[src/rtl/txq_pkg.sv]
// Package: shared types and constants for the transmit descriptor
// queue pointer. Assumes descriptors of two 32-bit words.
package txq_pkg;

    typedef enum logic [2:0] {
        FS_IDLE  = 3'd0,
        FS_REQ0  = 3'd1,
        FS_WAIT0 = 3'd2,
        FS_REQ1  = 3'd3,
        FS_WAIT1 = 3'd4
    } fetch_state_e;

    localparam logic [1:0] SZ_4B = 2'd2;
    localparam logic [1:0] SZ_8B = 2'd3;
    localparam int unsigned DESC_BYTES = 8;
    localparam int unsigned WORD_BYTES = 4;

endpackage

[src/rtl/txq_base_reg.sv]
// Module: holds the software-written ring base and queue-off flag, plus
// the transmit lock. Writes are taken only while unlocked and not in a
// start cycle. The lock sets on start and clears on stop; stop wins.
// Assumes start and stop are single-cycle pulses.
module txq_base_reg #(
    parameter int unsigned ADDR_W = 32,
    parameter int unsigned DP_W   = 64
) (
    input  logic              clk,
    input  logic              rst_n,
    input  logic              wr_en,
    input  logic [ADDR_W-1:0] wr_data,
    input  logic              tx_start,
    input  logic              tx_stop,
    output logic [ADDR_W-1:0] base_o,
    output logic              qdis_o,
    output logic              locked_o
);
    localparam int unsigned ALIGN_LSB = (DP_W == 64) ? 3 : 2;
    localparam logic [ADDR_W-1:0] ADDR_MASK = ~ADDR_W'((1 << ALIGN_LSB) - 1);

    logic [ADDR_W-1:0] base_q;
    logic              qdis_q;
    logic              locked_q;
    logic              wr_take;

    assign wr_take = wr_en && !locked_q && !tx_start;

    // Capture base and flag on an accepted write.
    always_ff @(posedge clk) begin
        if (!rst_n) begin
            base_q <= '0;
            qdis_q <= 1'b0;
        end else if (wr_take) begin
            base_q <= wr_data & ADDR_MASK;
            qdis_q <= wr_data[0];
        end
    end

    // Track whether transmit owns the ring.
    always_ff @(posedge clk) begin
        if (!rst_n)        locked_q <= 1'b0;
        else if (tx_stop)  locked_q <= 1'b0;
        else if (tx_start) locked_q <= 1'b1;
    end

    assign base_o   = base_q;
    assign qdis_o   = qdis_q;
    assign locked_o = locked_q;

    wire unused_wbits = &{1'b0, wr_data[ALIGN_LSB-1:1]};

    AST_BASE_FROZEN: assert property (@(posedge clk) disable iff (!rst_n)
        locked_q |=> ($stable(base_q) && $stable(qdis_q)));
    AST_START_LOCKS: assert property (@(posedge clk) disable iff (!rst_n)
        (tx_start && !tx_stop) |=> locked_q);
    AST_STOP_UNLOCKS: assert property (@(posedge clk) disable iff (!rst_n)
        tx_stop |=> !locked_q);
endmodule

[src/rtl/txq_fetch_seq.sv]
// Module: descriptor fetch sequencer and current-descriptor pointer.
// One request is outstanding at most. With a 64-bit datapath a descriptor
// is one 8-byte read; with 32 bits it is two 4-byte reads. On the final
// response the pointer steps 8 bytes, or returns to base when the status
// wrap bit is set. Abort or not running parks it and reloads from base.
module txq_fetch_seq
    import txq_pkg::*;
#(
    parameter int unsigned ADDR_W   = 32,
    parameter int unsigned DP_W     = 64,
    parameter int unsigned WRAP_BIT = 30
) (
    input  logic              clk,
    input  logic              rst_n,
    input  logic              running,
    input  logic              abort,
    input  logic              qdis,
    input  logic [ADDR_W-1:0] base,
    output logic              req_valid,
    input  logic              req_ready,
    output logic [ADDR_W-1:0] req_addr,
    output logic [1:0]        req_size,
    input  logic              rsp_valid,
    input  logic [DP_W-1:0]   rsp_data,
    output logic [ADDR_W-1:0] ptr_o
);
    fetch_state_e      state_q, state_d;
    fetch_state_e      fin_state;
    logic [ADDR_W-1:0] ptr_q;
    logic [31:0]       status_w;
    logic              desc_done;
    logic              split_rd;

    // Pick the status lane and the final wait state for the datapath width.
    generate
        if (DP_W == 64) begin : g_dp64
            assign status_w  = rsp_data[DP_W-1 -: 32];
            assign fin_state = FS_WAIT0;
            assign split_rd  = 1'b0;
            wire unused_low = &{1'b0, rsp_data[DP_W-33:0]};
        end else begin : g_dp32
            assign status_w  = rsp_data[31:0];
            assign fin_state = FS_WAIT1;
            assign split_rd  = 1'b1;
        end
    endgenerate

    assign desc_done = rsp_valid && (state_q == fin_state);

    // Next-state logic for the fetch walk.
    always_comb begin
        state_d = state_q;
        unique case (state_q)
            FS_IDLE:  if (!qdis)     state_d = FS_REQ0;
            FS_REQ0:  if (req_ready) state_d = FS_WAIT0;
            FS_WAIT0: if (rsp_valid) state_d = split_rd ? FS_REQ1 : FS_REQ0;
            FS_REQ1:  if (req_ready) state_d = FS_WAIT1;
            FS_WAIT1: if (rsp_valid) state_d = FS_REQ0;
            default:                 state_d = FS_IDLE;
        endcase
    end

    // State and pointer registers; abort or idle reloads from base.
    always_ff @(posedge clk) begin
        if (!rst_n) begin
            state_q <= FS_IDLE;
            ptr_q   <= '0;
        end else if (abort || !running) begin
            state_q <= FS_IDLE;
            ptr_q   <= base;
        end else begin
            state_q <= state_d;
            if (desc_done)
                ptr_q <= status_w[WRAP_BIT] ? base : ptr_q + ADDR_W'(DESC_BYTES);
        end
    end

    // Drive the request port from the state.
    always_comb begin
        req_valid = ((state_q == FS_REQ0) || (state_q == FS_REQ1)) && !abort;
        req_addr  = (state_q == FS_REQ1) ? ptr_q + ADDR_W'(WORD_BYTES) : ptr_q;
        req_size  = split_rd ? SZ_4B : SZ_8B;
    end

    assign ptr_o = ptr_q;

    AST_PTR_STEP: assert property (@(posedge clk) disable iff (!rst_n)
        (running && !abort && desc_done && !status_w[WRAP_BIT])
        |=> (ptr_q == $past(ptr_q) + ADDR_W'(DESC_BYTES)));
    AST_PTR_WRAP: assert property (@(posedge clk) disable iff (!rst_n)
        (running && !abort && desc_done && status_w[WRAP_BIT])
        |=> (ptr_q == $past(base)));
    AST_ABORT_RELOAD: assert property (@(posedge clk) disable iff (!rst_n)
        abort |=> (ptr_q == $past(base)));
endmodule

[src/rtl/txq_ptr_unit.sv]
// Module: top of the transmit descriptor queue pointer. Joins the base
// register and the fetch sequencer and muxes the read-back: stored base
// while stopped, live pointer while running. Assumes one clock domain and
// that the memory answers every accepted request with one response.
module txq_ptr_unit
    import txq_pkg::*;
#(
    parameter int unsigned ADDR_W   = 32,
    parameter int unsigned DP_W     = 64,
    parameter int unsigned WRAP_BIT = 30
) (
    input  logic              clk,
    input  logic              rst_n,
    input  logic              reg_we,
    input  logic [ADDR_W-1:0] reg_wdata,
    output logic [ADDR_W-1:0] reg_rdata,
    input  logic              tx_start,
    input  logic              tx_stop,
    output logic              rd_req_valid,
    input  logic              rd_req_ready,
    output logic [ADDR_W-1:0] rd_req_addr,
    output logic [1:0]        rd_req_size,
    input  logic              rd_rsp_valid,
    input  logic [DP_W-1:0]   rd_rsp_data
);
    localparam int unsigned ALIGN_LSB = (DP_W == 64) ? 3 : 2;

    logic [ADDR_W-1:0] base_w;
    logic [ADDR_W-1:0] ptr_w;
    logic              qdis_w;
    logic              locked_w;

    txq_base_reg #(.ADDR_W(ADDR_W), .DP_W(DP_W)) u_base (
        .clk      (clk),
        .rst_n    (rst_n),
        .wr_en    (reg_we),
        .wr_data  (reg_wdata),
        .tx_start (tx_start),
        .tx_stop  (tx_stop),
        .base_o   (base_w),
        .qdis_o   (qdis_w),
        .locked_o (locked_w)
    );

    txq_fetch_seq #(.ADDR_W(ADDR_W), .DP_W(DP_W), .WRAP_BIT(WRAP_BIT)) u_fetch (
        .clk       (clk),
        .rst_n     (rst_n),
        .running   (locked_w),
        .abort     (tx_stop),
        .qdis      (qdis_w),
        .base      (base_w),
        .req_valid (rd_req_valid),
        .req_ready (rd_req_ready),
        .req_addr  (rd_req_addr),
        .req_size  (rd_req_size),
        .rsp_valid (rd_rsp_valid),
        .rsp_data  (rd_rsp_data),
        .ptr_o     (ptr_w)
    );

    // Read-back: stored base while stopped, live pointer while running.
    always_comb begin
        reg_rdata      = locked_w ? ptr_w : base_w;
        reg_rdata[1:0] = {1'b0, qdis_w};
    end

    AST_QUIET_WHEN_OFF: assert property (@(posedge clk) disable iff (!rst_n)
        qdis_w |-> !rd_req_valid);
    AST_REQ_HOLD: assert property (@(posedge clk) disable iff (!rst_n)
        (rd_req_valid && !rd_req_ready)
        |=> (tx_stop || (rd_req_valid && $stable(rd_req_addr))));
    AST_REQ_ALIGNED: assert property (@(posedge clk) disable iff (!rst_n)
        rd_req_valid |-> (rd_req_addr[ALIGN_LSB-1:0] == '0));
endmodule

[config.mk]
export PLATFORM = sky130hd
export DESIGN_NAME = txq_ptr_unit
export DESIGN_NICKNAME = d
export VERILOG_FILES = /design/src/rtl/txq_pkg.sv /design/src/rtl/txq_base_reg.sv /design/src/rtl/txq_fetch_seq.sv /design/src/rtl/txq_ptr_unit.sv
export SDC_FILE = /design/constraint.sdc
export NUM_CORES = 1
export LEC_CHECK = 0
export ABC_AREA = 1
export CELL_PAD_IN_SITES_DETAIL_PLACEMENT = 2
export CELL_PAD_IN_SITES_GLOBAL_PLACEMENT = 2
export CORE_MARGIN = 2
export CORE_UTILIZATION = 21
export CTS_CLUSTER_DIAMETER = 120
export DETAILED_ROUTE_END_ITERATION = 8
export GPL_ROUTABILITY_DRIVEN = 0
export PLACE_DENSITY = 0.9
export SLEW_MARGIN = 20
export SYNTH_ARGS = -nofsm -noshare
export SYNTH_HDL_FRONTEND = slang
export SYNTH_SLANG_ARGS = --single-unit
[constraint.sdc]
create_clock -name clk -period 1.8 [get_ports clk]
set_input_delay 0.36 -clock clk [delete_from_list [all_inputs] [get_ports clk]]
set_output_delay 0.36 -clock clk [all_outputs]
set_load 0.05 [all_outputs]
Word-level counts from Yosys, hierarchy flattened --
Cells that the tools add are included.
Operators by class: add/sub/neg operators 2, eq/ne operators 8, multiplexer cells 10, bitwise gates (word level) 1, reduce and logical (&&, ||, !) cells 15
Operator list (number):
- $mux W32 | 5
- $add A32 B3 Y32 const B | 1
- $add A32 B4 Y32 const B | 1
- $mux W3 | 4
- $pmux W3 S4 | 1
- $eq A3 B2 Y1 const B | 2
- $ne A2 B2 Y1 const B | 3
- $reduce_or A2 Y1 | 3
- $logic_and A1 B1 Y1 | 4
- $reduce_and A4 Y1 | 1
- $eq A3 B1 Y1 const B | 1
- $eq A3 B3 Y1 const B | 1
- $logic_not A1 Y1 | 3
- $logic_not A3 Y1 | 1
- $logic_or A1 B1 Y1 | 2
- $ne A2 B1 Y1 const B | 1
- $reduce_bool A2 Y1 | 1
- $not A1 Y1 | 1
Word-level totals: register bits 66, output and inout bits 67, word-level logic and storage cells 41

Longest topological paths before layout --
Gate-level depths: netlist (run 1).
depth in word-level cells 4, gate-level depth with buffers 10

Cells and area by module --
Synthesis (run 1) repeated with hierarchy kept, for this count alone.
Second synthesis, totals: cells, all modules 795, area, all modules 4715.8 um^2
Modules (own cells, without submodules):
- txq_fetch_seq | instances 1, cells an instance 492, area each 2882.8 um^2, seq. area each 700.7 um^2
- txq_base_reg | instances 1, cells an instance 203, area each 1442.6 um^2, seq. area each 620.6 um^2
- txq_ptr_unit | instances 1, cells an instance 100, area each 390.4 um^2, seq. area each 0.0 um^2

Worst setup path before layout (run 1) --
OpenSTA, ideal clock, no wires.
path type reg2out, start register u_base.locked_q, in the netlist u_base.locked_o, end output port reg_rdata[18], arrival 1.817 ns, data required time 1.440 ns, slack -0.377 ns, stages on the path, launching flop included 5, cell sequence dfxtp_1 > buf_4 > inv_1 > clkbuf_1 > o21ai_0
Between the ends: longest elaborated chain between the ends 1
Ends and longest elaborated chain:
- start: declaration | RTL line txq_base_reg.sv:24 | logic locked_q;
- start signal: assignment | RTL line txq_base_reg.sv:42 | if (!rst_n) locked_q <= 1'b0;
- start signal: assignment | RTL line txq_base_reg.sv:43 | else if (tx_stop) locked_q <= 1'b0;
- start signal: assignment | RTL line txq_base_reg.sv:44 | else if (tx_start) locked_q <= 1'b1;
- $mux W32 | RTL line txq_ptr_unit.sv:63 | reg_rdata = locked_w ? ptr_w : base_w;
- end: declaration | RTL line txq_ptr_unit.sv:16 | output logic [ADDR_W-1:0] reg_rdata,
No other way between the ends.

Worst setup path in the final report (run 1) --
start register u_base.locked_q, in the netlist u_base.locked_o, end output port reg_rdata[31]
The elaborated chain is that of the path after synthesis.

==> impl_metrics.py, run 1 <==
metrics = {
    "synthesis": {
        "syn_inst": 639,
        "netlist_area_sq_um": 4010,
        "synthTopCellsByCount": "150 x nand2_1, 90 x o21ai_0, 84 x nor2_1, 63 x dfxtp_1, 51 x inv_1",
        "ys_async_sr_fraction_pct": 0,
        "ys_warn_count": 0,
        "synth_cell_type_count": 38,
        "ys_ff_latch": 63,
        "yosys-top-cells-area": "dfxtp_1 31%, nand2_1 14%, o21ai_0 11%, nor2_1 7.9%, inv_1 4.8%",
        "synth_seq_area_share_pct": 31.5,
        "synth_top_area_share_pct": 31.5,
        "synth_edf_count": 0,
        "postSynthAreaPerCell_sq_um": 6.27,
        "yosysMostFrequentCell": "nand2_1",
        "yosysTopAreaCell": "dfxtp_1",
        "synth_ff_type": "dfxtp_1",
    },
    "route": {
        "viasPerCell": 4.62,
        "vias": 4509,
        "ant_nets": 0,
        "drc": 0,
        "drtIter0Drc": 169,
        "dr.pass1.iters": 4,
        "drt-total-wl_mm": 16.5,
        "wl_per_cell_um": 16.9,
    },
    "worst_setup_path": {
        "critPathLaunchType": "register",
        "crit_start": "u_base.locked_o",
        "cp.required_ns": 1.44,
        "crit_fanout": 17,
        "cp.arrival_ns": 1.40,
        "crit_type": "reg2out",
        "cp-end-kind": "primary output",
        "r2r_start": "u_fetch.ptr_o[3]",
    },
    "clock_tree": {
        "cts_buffer_depth": 2,
        "htreeDepth": 3,
        "cts_tree": "yes",
        "cts-root-buf": "clkbuf_16",
        "clk_latency_ns": 0.35,
        "clk_pin_slew_worst_paths_ns": 0.06,
        "clock_sinks": 63,
        "cts_buffers": 9,
        "postCtsHoldBufs": 0,
    },
    "place": {
        "place_worst_setup_slack_ns": -0.0630,
        "dp_hpwl_mm": 12.6,
        "port_buffers": 98,
    },
    "sta": {
        "report.final.slew_viol_count": 0,
        "fin_worst_skew_ns": 0.00755,
        "layout_setup_ws_ns": 0.0449,
        "hold_ws_ns": 0.476,
        "hold_viol": 0,
        "timing.final.crit_share_pct": 97.5,
        "max_clock_freq_ghz": 0.570,
        "period_minus_slack_ns": 1.76,
        "setup_tns_ns": 0,
        "finalSetupViolations": 0,
    },
    "grt": {
        "grt_pass1_vias": 4812,
        "busiest_layer": "met2",
        "use_met2_pct": 27.1,
        "grt_overflow": 0,
        "grt_max_degree": 24,
        "antenna_found_initial": 0,
        "met1_usage_pct": 22.4,
        "met3_usage_pct": 2.32,
        "grt_pass1_wl_mm": 26.2,
        "grtUsageTotal_pct": 16.8,
    },
    "power_and_ir_drop": {
        "peakVddDrop_uv": 454,
        "power_density_nw_per_um2": 759,
        "leakage_nw": 2.34,
    },
    "floorplanning": {
        "die_x_um": 142,
        "io_pins": 170,
        "coreArea_sq_um": 18700,
        "dieHeight_um": 142,
        "die-area_sq_um": 20200,
        "start_util_pct": 21.4,
        "fp-row-count": 50,
    },
    "cells_and_area": {
        "n_antenna_cell": 0,
        "fill_cells": 2195,
        "nets": 842,
        "multi_input_area_sq_um": 2230,
        "area_growth_pct": 49.8,
        "drive_gt1_share_pct": 23.0,
        "register_area_sq_um": 1260,
    },
    "flow_run": {
        "cap_violations": 0,
    },
    "hold_path": {
        "worst_hold_path_type": "reg2reg",
        "hp-start": "u_base.base_o[10]",
    },
    "status": {
        "status": "completed",
    },
}
[cell usage in the layout, fill, tap and decap left out, drive strengths merged, types with 2 or more instances in the layout]
cell type and n:
conb 6, buf 111, nand3 34, nor3 3, clkdlybuf4s50 37, o21ai 91, or2 2, clkinv 3
clkbuf 12, a31oi 5, nand2 165, nand3b 2, nor2 99, nand4 4, xor2 2, a211oi 3
o21bai 4, xnor2 3, dfxtp 63, inv 52, a21oi 36
[power breakdown]
group	switching (mW)	internal, mW	total [mW]
sequential	0.0947	1.48	1.58
combinational	0.691	0.488	1.18
clock	0.695	1.10	1.80
total	1.48	3.07	4.55
[critical path: stages (launching register included)]
cell     delay (ns)
dfxtp_2        0.33
inv_2          0.09
buf_12         0.16
nand2_1        0.08
o21ai_1        0.09
buf_4          0.16
buf_12         0.13
[cell type report]
type / count / share of cell area, %
clock buffer: 12 / 4.11
clock inverter: 3 / 0.730
inverter: 53 / 3.32
multi-input combinational: 463 / 37.2
sequential: 63 / 21.1
tap: 234 / 4.88
timing repair buffer: 148 / 28.7
[kinds of logic after synthesis]
kind of cell    synth area share [%]
buf+inv                         13.7
simple gates                    34.3
xor+xnor                        1.09
flops                           31.5
fa+ha+maj                      0.312
compound gates                  18.9
other cells                    0.188
[worst paths after layout]
kind,depth (start not counted),slack [ns],end
max,6,0.04,reg_rdata[31]
min,2,0.48,u_base.base_o[10]
max reg2reg,10,0.07,u_fetch.ptr_o[21]
min reg2reg,2,0.48,u_base.base_o[10]
[routing by layer]
layer	routed length (um)	vias up	part of all wire (%)
met5	0	-	0
li1	-	2209	-
met3	459	24	2.8
met2	7920	89	48
met1	7700	2187	47
met4	424	0	2.6
[per-stage QoR]
step | instance area [sq um] | total power, mW | util [%] | instances
6_report | 6000 | 4.55 | 32.1 | 976
5_1_grt | 6000 | 4.75 | 32.1 | 976
4_1_cts | 5940 | 4.59 | 31.8 | 973
3_5_place_dp | 5650 | 2.78 | 30.2 | 958
3_3_place_gp | 5650 | 2.75 | 30.2 | 958
2_1_floorplan | 4020 | 2.23 | - | 643
[registers in the layout, indices dropped and copies added, names as in the netlist]
name             flops
u_base.base_o       29
u_fetch.ptr_o       29
u_fetch.state_q      3
u_base.locked_o      1
u_base.qdis_o        1
[repair_timing]
item	CTS	global route
endpoints found under the setup margin	13	18
cloned	0	0
resized for setup	16	10
pin swaps	0	1
setup buffers	0	3
(Power assumes the default switching activity.)
==> inputs of run 2 (changes only) <==
--- a/config.mk
+++ b/config.mk
@@ -5,15 +5,15 @@
 export SDC_FILE = /design/constraint.sdc
 export NUM_CORES = 1
 export LEC_CHECK = 0
-export ABC_AREA = 1
+export ABC_AREA = 0
 export CELL_PAD_IN_SITES_DETAIL_PLACEMENT = 2
 export CELL_PAD_IN_SITES_GLOBAL_PLACEMENT = 2
 export CORE_MARGIN = 2
-export CORE_UTILIZATION = 21
+export CORE_UTILIZATION = 22
 export CTS_CLUSTER_DIAMETER = 120
 export DETAILED_ROUTE_END_ITERATION = 8
 export GPL_ROUTABILITY_DRIVEN = 0
-export PLACE_DENSITY = 0.9
+export PLACE_DENSITY = 0.89
 export SLEW_MARGIN = 20
 export SYNTH_ARGS = -nofsm -noshare
 export SYNTH_HDL_FRONTEND = slang
==> run 2 against run 1 <==
The flow now finishes with violations (setup timing). Hold slack worse by 0.0062 ns. Clock power decreased by 6%. Register-to-register slack worse by 0.18 ns. Area after synthesis down 4.5%. Cell count shrank 12%. Fmax shrank 8.1%. Via count up 2.7%. Sequential share of layout area decreased by 1.7 points. Sequential power decreased by 4%. Synthesized cell count is 22% lower. First-iteration DRC count increased by 79%. Design area grew 9.9%. Highest routed layer unchanged.
==> impl_metrics.py, run 2 <==
metrics = {
    "floorplanning": {
        "die_x_um": 136,
        "dieHeight_um": 136,
        "die-area_sq_um": 18500,
        "fp-row-count": 48,
        "io_pins": 170,
        "coreArea_sq_um": 17100,
        "start_util_pct": 22.3,
    },
    "power_and_ir_drop": {
        "power_mw": 4.19,
        "power_density_nw_per_um2": 635,
        "leakage_nw": 2.52,
        "peakVddDrop_uv": 445,
    },
    "status": {
        "status": "finished, violations left",
        "violations": "setup timing",
    },
    "synthesis": {
        "synthTopCellsByCount": "89 x nand2_1, 63 x dfxtp_1, 49 x clkbuf_1, 48 x a21oi_1, 28 x mux2_2",
        "postSynthAreaPerCell_sq_um": 7.63,
        "yosysMostFrequentCell": "nand2_1",
        "yosys-top-cells-area": "dfxtp_1 33%, nand2_1 8.7%, mux2_2 8.2%, a21oi_1 6.3%, clkbuf_1 4.8%",
        "syn_inst": 501,
        "synth_top_area_share_pct": 33.0,
        "synth_cell_type_count": 69,
        "ys_async_sr_fraction_pct": 0,
        "ys_ff_latch": 63,
        "synth_edf_count": 0,
        "ys_warn_count": 0,
        "synth_seq_area_share_pct": 33.0,
        "netlist_area_sq_um": 3820,
        "synth_ff_type": "dfxtp_1",
        "yosysTopAreaCell": "dfxtp_1",
    },
    "worst_setup_path": {
        "crit_type": "reg2reg",
        "cp-end-kind": "register",
        "cp.arrival_ns": 2.18,
        "cp.required_ns": 2.07,
        "critPathLaunchType": "register",
        "crit_fanout": 6,
        "reg2reg_setup_slack_ns": -0.11,
    },
    "cells_and_area": {
        "nets": 733,
        "drive_gt1_share_pct": 39.6,
        "final_util_pct": 38.5,
        "fill_cells": 1839,
        "area_growth_pct": 72.5,
        "most-common-layout-cells": "91 x buf_4, 88 x nand2_1, 53 x dfxtp_1, 48 x buf_12, 45 x a21oi_1",
        "n_antenna_cell": 0,
        "final_common_cell": "buf_4",
    },
    "clock_tree": {
        "cts_buffers": 9,
        "cts-root-buf": "clkbuf_16",
        "clk_pin_slew_worst_paths_ns": 0.06,
        "cts_buffer_depth": 2,
        "clk_latency_ns": 0.36,
        "clock_sinks": 63,
        "postCtsHoldBufs": 0,
        "cts_tree": "yes",
        "htreeDepth": 3,
    },
    "sta": {
        "fin_worst_skew_ns": 0.0118,
        "layout_setup_ws_ns": -0.110,
        "period_minus_slack_ns": 1.91,
        "hold_viol": 0,
        "max_clock_freq_ghz": 0.524,
        "tightest_slew_ns": 0.501,
        "rsz0062_at_grt": "yes",
        "report.final.slew_viol_count": 0,
        "timing.final.crit_share_pct": 106,
        "slew-limit-headroom_pct": 66.6,
        "finalSetupViolations": 32,
    },
    "flow_run": {
        "cap_violations": 0,
    },
    "place": {
        "dp_hpwl_mm": 13.2,
        "port_buffers": 98,
        "place_worst_setup_slack_ns": -0.562,
    },
    "route": {
        "ant_nets": 0,
        "dr.pass1.iters": 5,
        "wl_per_cell_um": 24.7,
        "drc": 0,
        "drtIter0Drc": 302,
        "drt-total-wl_mm": 21.2,
        "vias": 4630,
        "viasPerCell": 5.39,
    },
    "grt": {
        "grt_pass1_vias": 5218,
        "grt_pass1_wl_mm": 31.2,
        "grt_overflow": 0,
        "antenna_found_initial": 0,
        "grt_max_degree": 31,
        "grtUsageTotal_pct": 22.4,
    },
    "hold_path": {
        "worst_hold_path_type": "reg2reg",
    },
}
==> run 2: kinds of logic after synthesis <==
| family | after synthesis | share of synthesized area [%] |
|---|---|---|
| AO/OA/AOI/OAI | 119 | 19.7 |
| XOR/XNOR | 1 | 0.229 |
| adder cells (fa/ha/maj) | 1 | 0.327 |
| buffers and inverters | 79 | 9.42 |
| flip-flops | 63 | 33.0 |
| multiplexers | 28 | 8.25 |
| other | 2 | 0.196 |
| AND/OR/NAND/NOR | 208 | 28.9 |
==> run 2: stage by stage <==
stage	std cells	area, sq um	TNS (ns)	hold slack, ns
finish	859	6600	-1.17	0.470
global route	859	6600	-2.08	0.513
CTS	855	6300	-1.35	0.474
detailed placement	833	5760	-12.97	0.464
global placement	833	5760	-9.11	0.445
floorplan	505	3850	0	0.436
==> run 2: worst paths after layout <==
kind	from	endpoint	cells after the start
min	u_base.base_o[7]	u_base.base_o[7]	2
min reg2reg	u_base.base_o[7]	u_base.base_o[7]	2
max reg2reg	u_base.locked_o	u_fetch.ptr_o[25]	6
max	u_base.locked_o	u_fetch.ptr_o[25]	6
==> run 2: repair_timing <==
action / CTS / global route
setup endpoints to repair: 57 / 53
pin swaps: 6 / 12
gates cloned: 1 / 1
buffers inserted: 5 / 3
gates resized for setup: 52 / 58
==> run 2: critical path: stages (launching register included) <==
cell and delay (ns):
dfxtp_4 0.36, buf_6 0.11, or3b_4 0.42, buf_6 0.16, nor2_4 0.07, or4b_4 0.48
a31oi_4 0.21
==> run 2: layout make-up <==
cell class	count	area, sq um	share of cell area [%]
multi-input combinational	363	2580	39.1
timing repair buffer	186	2160	32.7
sequential	63	1280	19.4
tap	225	282	4.27
clock buffer	12	256	3.89
inverter	6	22.5	0.341
clock inverter	4	20.0	0.303
==> run 2: routing by layer <==
metal | track usage [%] | part of all wire [%] | up-vias
met4 | 10.5 | 3.8 | 0
met1 | 26.9 | 41 | 2346
met5 | 0 | 0 | -
met3 | 5.03 | 5.6 | 55
met2 | 38.0 | 49 | 200
li1 | - | - | 2029
==> run 2: power breakdown <==
group	switching, mW	leakage, nW	internal [mW]
clock network	0.705	0.142	0.998
registers	0.0728	0.518	1.45
logic	0.533	1.86	0.430
total	1.31	2.52	2.88
